===== config.mk =====
export PLATFORM = sky130hd
export DESIGN_NAME = updown_counter
export DESIGN_NICKNAME = d
export VERILOG_FILES = /design/src/rtl/updown_pkg.sv /design/src/rtl/ud_ctrl.sv /design/src/rtl/ud_next.sv /design/src/rtl/ud_state.sv /design/src/rtl/ud_carry.sv /design/src/rtl/updown_counter.sv
export SDC_FILE = /design/constraint.sdc
export NUM_CORES = 1
export LEC_CHECK = 0
export ABC_AREA = 1
export BUFFER_PORTS_ARGS = -buffer_cell sky130_fd_sc_hd__buf_2
export CORE_AREA = 4 4 41 43
export DETAILED_ROUTE_END_ITERATION = 16
export DIE_AREA = 0 0 45 47
export PLACE_DENSITY_LB_ADDON = 0.1
export RECOVER_POWER = 100
export SYNTH_ARGS = -nofsm -noshare
export SYNTH_HDL_FRONTEND = slang
export SYNTH_SLANG_ARGS = --single-unit

===== constraint.sdc =====
create_clock -name clk -period 1.4 [get_ports clk]
set_clock_uncertainty 0.05 [all_clocks]
set_input_delay 0.28 -clock clk [delete_from_list [all_inputs] [get_ports clk]]
set_output_delay 0.28 -clock clk [all_outputs]
set_load 0.05 [all_outputs]

===== src/rtl/updown_pkg.sv =====
package updown_pkg;

  // Operation chosen for the coming clock edge
  typedef enum logic [1:0] {
    OP_HOLD = 2'd0,
    OP_LOAD = 2'd1,
    OP_INC  = 2'd2,
    OP_DEC  = 2'd3
  } cnt_op_e;

endpackage


===== src/rtl/ud_ctrl.sv =====
module ud_ctrl
  import updown_pkg::*;
(
  input  logic    load_n,
  input  logic    en_p_n,
  input  logic    en_t_n,
  input  logic    up_dn,
  output cnt_op_e op
);

  logic both_en;

  assign both_en = ~en_p_n & ~en_t_n;

  // Load outranks counting; counting needs both enables
  always_comb begin
    if (!load_n)      op = OP_LOAD;
    else if (!both_en) op = OP_HOLD;
    else if (up_dn)   op = OP_INC;
    else              op = OP_DEC;
  end

endmodule


===== src/rtl/ud_next.sv =====
module ud_next
  import updown_pkg::*;
#(
  parameter int WIDTH = 4
) (
  input  cnt_op_e          op,
  input  logic [WIDTH-1:0] cur,
  input  logic [WIDTH-1:0] din,
  output logic [WIDTH-1:0] nxt
);

  localparam logic [WIDTH-1:0] ONE = WIDTH'(1);

  always_comb begin
    unique case (op)
      OP_LOAD: nxt = din;
      OP_INC:  nxt = cur + ONE;
      OP_DEC:  nxt = cur - ONE;
      default: nxt = cur;
    endcase
  end

endmodule


===== src/rtl/ud_state.sv =====
module ud_state #(
  parameter int WIDTH = 4
) (
  input  logic             clk,
  input  logic             sim_rst,
  input  logic             load_n,
  input  logic             en_p_n,
  input  logic             en_t_n,
  input  logic             up_dn,
  input  logic [WIDTH-1:0] din,
  input  logic [WIDTH-1:0] nxt,
  output logic [WIDTH-1:0] q
);

  always_ff @(posedge clk) begin
    if (sim_rst) q <= '0;
    else         q <= nxt;
  end


  reset_clear_chk: assert property (@(posedge clk)
    sim_rst |=> (q == '0));


  load_take_chk: assert property (@(posedge clk) disable iff (sim_rst)
    !load_n |=> (q == $past(din)));


  hold_stable_chk: assert property (@(posedge clk) disable iff (sim_rst)
    (load_n && (en_p_n || en_t_n)) |=> $stable(q));


  count_up_chk: assert property (@(posedge clk) disable iff (sim_rst)
    (load_n && !en_p_n && !en_t_n && up_dn) |=> (q == WIDTH'($past(q) + 1'b1)));


  count_dn_chk: assert property (@(posedge clk) disable iff (sim_rst)
    (load_n && !en_p_n && !en_t_n && !up_dn) |=> (q == WIDTH'($past(q) - 1'b1)));

endmodule


===== src/rtl/ud_carry.sv =====
module ud_carry #(
  parameter int WIDTH = 4
) (
  input  logic [WIDTH-1:0] q,
  input  logic             up_dn,
  input  logic             en_t_n,
  output logic             carry_n
);

  localparam logic [WIDTH-1:0] TOP = {WIDTH{1'b1}};
  localparam logic [WIDTH-1:0] BOT = '0;

  logic at_top;
  logic at_bot;
  logic term;

  assign at_top  = (q == TOP);
  assign at_bot  = (q == BOT);
  assign term    = up_dn ? at_top : at_bot;
  assign carry_n = ~(~en_t_n & term);

endmodule


===== src/rtl/updown_counter.sv =====
module updown_counter
  import updown_pkg::*;
#(
  parameter int WIDTH = 4
) (
  input  logic             clk,
  input  logic             sim_rst,
  input  logic             up_dn,
  input  logic             load_n,
  input  logic             en_p_n,
  input  logic             en_t_n,
  input  logic [WIDTH-1:0] din,
  output logic [WIDTH-1:0] q,
  output logic             carry_n
);

  cnt_op_e          op;
  logic [WIDTH-1:0] nxt;

  ud_ctrl u_ctrl (
    .load_n (load_n),
    .en_p_n (en_p_n),
    .en_t_n (en_t_n),
    .up_dn  (up_dn),
    .op     (op)
  );

  ud_next #(.WIDTH(WIDTH)) u_next (
    .op  (op),
    .cur (q),
    .din (din),
    .nxt (nxt)
  );

  ud_state #(.WIDTH(WIDTH)) u_state (
    .clk     (clk),
    .sim_rst (sim_rst),
    .load_n  (load_n),
    .en_p_n  (en_p_n),
    .en_t_n  (en_t_n),
    .up_dn   (up_dn),
    .din     (din),
    .nxt     (nxt),
    .q       (q)
  );

  ud_carry #(.WIDTH(WIDTH)) u_carry (
    .q       (q),
    .up_dn   (up_dn),
    .en_t_n  (en_t_n),
    .carry_n (carry_n)
  );


  carry_gate_chk: assert property (@(posedge clk) disable iff (sim_rst)
    en_t_n |-> carry_n);


  carry_top_chk: assert property (@(posedge clk) disable iff (sim_rst)
    (!en_t_n && up_dn && (q == {WIDTH{1'b1}})) |-> !carry_n);


  carry_bot_chk: assert property (@(posedge clk) disable iff (sim_rst)
    (!en_t_n && !up_dn && (q == '0)) |-> !carry_n);


  carry_idle_chk: assert property (@(posedge clk) disable iff (sim_rst)
    (q != '0 && q != {WIDTH{1'b1}}) |-> carry_n);

endmodule


==> out/metrics.csv <==
stage;metric;value;unit
timing;min Tclk post-route;1.43;ns
flow_run;Max-Cap Viols;0;
logic_synthesis;share of the synthesized area in the top cell type;21.5;%
hold_path;hold path startpoint;sim_rst;
hold_path;Hold Crit Depth;2;
clock_tree;CTS root buffer;clkbuf_4;
logic_synthesis;Cells after Synth;65;
cells_and_area;multi-input logic area;245;sq um
worst_setup_path;flop2flop setup slack;0.11;ns
logic_synthesis;Ys Warns;0;
routing;WL final;1020;microns
global_routing;first-pass GRT wire length;1680;microns
timing;count of final setup violators;1;
cells_and_area;Largest Register;u_state.q;
logic_synthesis;#FFs+latches synth;4;
timing;setup ws final;-0.0305;ns
cells_and_area;Reg area;91.3;sq um
routing;drt drc;0;
timing;pins over their slew limit;0;
worst_setup_path;R2R Path Start;u_state.q[1];
worst_setup_path;worst reg-to-reg path cell count;11;
timing;RSZ-0062 raised after global routing;true;
logic_synthesis;Synth area leader;dfxtp_1;
routing;ANT nets after route;0;
cells_and_area;layout cell share with drive strength beyond 1;43.3;%
die;core area;1300;sq um
worst_setup_path;critical path fanouts, max;4;
cells_and_area;max reg flops;4;
cells_and_area;Area Growth Syn to Fin;62.3;%
worst_setup_path;slowest cell delay on critical path;0.38;ns
logic_synthesis;synthesized area;372;sq um
timing;Period Utilization, post-route;102;%
timing;Final Hold Viols;0;
worst_setup_path;Worst Setup Path Type;reg -> out;
die;Initial Util;28.6;%
cells_and_area;Layout Utilization;46.3;%
global_routing;vias in the first global route;415;
worst_setup_path;Worst Path Required;1.07;ns
die;Top Ports;15;
clock_tree;TritonCTS clock tree;built;
logic_synthesis;top cells by area, synth;dfxtp_1, inv_1, nand2_1, nand3_1, o21ai_0;
timing;Worst Max-Slew Pin Slew;0.248;ns
power_and_ir_drop;Power Total;455;uW
logic_synthesis;Mapped Nets;76;
place;DP HPWL;781;microns
global_routing;All-Layer GR Usage;11.4;%
cells_and_area;biggest regs;u_state.q (4);
timing;setup TNS;-0.0305;ns
timing;WHS;0.177;ns
worst_setup_path;worst path arrival time;1.10;ns
hold_path;worst min-delay path category;in -> reg;
worst_setup_path;reg2reg end;u_state.q[2];
routing;Pre-Repair DR Iteration Count;4;
place;DP Worst Slack;-0.102;ns
place;RD Place Congestion;0.737;
timing;Slew headroom;83.6;%
cells_and_area;# fillers;149;
clock_tree;Max clock buf depth;2;
power_and_ir_drop;LEAKAGE;0.000352;uW
cells_and_area;Diodes inserted;0;
clock_tree;H-tree depth;1;
clock_tree;cts bufs inserted;3;
clock_tree;CTS sink cnt;4;
clock_tree;Clock transition at path regs;0.04;ns
timing;FMAX;699;MHz
status;status;finished with violations;
power_and_ir_drop;VDD IR-drop max;0.302;mV
power_and_ir_drop;pwr/cell area;755;nW/um^2
routing;via count;467;
logic_synthesis;register area share after synthesis;21.5;%
worst_setup_path;worst-path cell chain;nand2_4, nor2_4, nand2_2, o21ai_2, nand2_2, buf_8;
die;cell row count;13;
worst_setup_path;Most common cell on crit path;nand2_2;
routing;drt wl/cell;9.68;microns
die;die area;2120;sq um
place;# port buffers;14;
logic_synthesis;library cells used by synthesis;17;
worst_setup_path;CP Launch Type;flip-flop;
status;failing checks;setup timing;
cells_and_area;post-layout net count;102;
hold_path;end of the worst hold path;u_state.q[2];
clock_tree;hold-fix buffer count after cts;0;
die;Die X;45;microns
routing;Vias/cell;4.45;
worst_setup_path;Worst setup EP type;output port;
routing;Starting DRT DRC Count;9;
global_routing;grt ovf;0;
global_routing;initial antenna violation count;0;
clock_tree;Clk Latency, worst-skew pair;0.24;ns
worst_setup_path;slowest stage cell, crit path;dfxtp_4;
logic_synthesis;syn avg cell area;5.72;sq um
global_routing;pin count of the biggest net entering global routing;7;
die;Die Y;47;microns
-- cell families after synthesis --
group / synth area share, %
AO/OA/AOI/OAI: 18.5
flip-flops: 21.5
buffers and inverters: 22.2
AND/OR/NAND/NOR: 34.3
adder cells (fa/ha/maj): 3.37
-- synthesized netlist by cell type --
cell / instances
a21oi_1: 2
a21oi_2: 1
buf_4: 1
dfxtp_1: 4
ha_1: 1
inv_1: 20
nand2_1: 19
nand3_1: 3
nand3_2: 1
nand4_1: 2
nor2_1: 2
nor2_4: 1
o21ai_0: 3
o21ai_1: 1
o221ai_1: 1
o22ai_1: 2
o2bb2ai_1: 1
-- what timing repair did --
item / in CTS / in global routing
setup buffers: 1 / 0
gates resized for setup: 14 / 8
pin swaps: 2 / 3
endpoints found under the setup margin: 1 / 3
-- cells in the final DEF (no fill, tap or decap) --
cell type and count:
inv_1 17, nand2_1 16, buf_2 13, buf_4 7, clkbuf_4 3, dfxtp_4 3
nor2_4 2, nand4_1 2, inv_4 2, nand2_2 2, a21oi_1 2, o21ai_0 2
nand3_1 2, o22ai_1 2, clkbuf_1 2, nand3_2 1, inv_6 1, nand3_4 1
nand2_4 1, o21ai_2 1, nor2_1 1, o2bb2ai_1 1, o21ai_1 1, o221ai_1 1
a21oi_2 1, ha_1 1, buf_8 1, dfxtp_1 1
-- worst max path at each step --
stage	startpoint	endpoint	slack, ns	cells past startpoint
after global placement	en_t_n	u_state.q[1]	-0.09	9
after global routing	u_state.q[0]	carry_n	-0.11	6
after CTS	u_state.q[0]	carry_n	-0.04	6
after floorplan	u_state.q[3]	carry_n	0.01	3
final	u_state.q[0]	carry_n	-0.03	6
after detailed placement	en_t_n	u_state.q[1]	-0.10	9
-- metal layers --
| layer | track usage, % | routed length, microns | vias up | part of all wire, % |
|---|---|---|---|---|
| met5 | 0 | 0 | - | 0 |
| met4 | 7.02 | 9 | 0 | 0.89 |
| met3 | 3.45 | 67 | 2 | 6.6 |
| met2 | 18.1 | 471 | 11 | 46 |
| met1 | 13.4 | 467 | 202 | 46 |
| li1 | - | - | 252 | - |
-- power breakdown --
part,internal (uW),leakage [uW],switching (uW)
Sequential,121,0.0000350,12.8
Combinational,64.4,0.000302,95.6
Clock,107,0.0000150,54.5
Total,293,0.000352,163
-- final cells by class --
cell class | instances | area share (%)
Multi-Input combinational cell | 40 | 40.7
Sequential cell | 4 | 15.1
Clock buffer | 4 | 4.36
Tap cell | 15 | 3.11
Inverter | 20 | 14.1
Timing Repair Buffer | 22 | 22.6
-- through the flow --
stage / instances / area (sq um)
after CTS: 105 / 587
after floorplan: 65 / 380
after global placement: 100 / 514
after detailed placement: 100 / 514
final: 105 / 603
after global routing: 105 / 603
-- worst max-delay path, delay by kind of cell (launching register included) --
family | cells | cell delay [ns]
DFF | 1 | 0.38
buffers and inverters | 1 | 0.15
and+or+nand+nor | 4 | 0.27
AOI/OAI and AO/OA | 1 | 0.06
(Power assumes the default switching activity.)
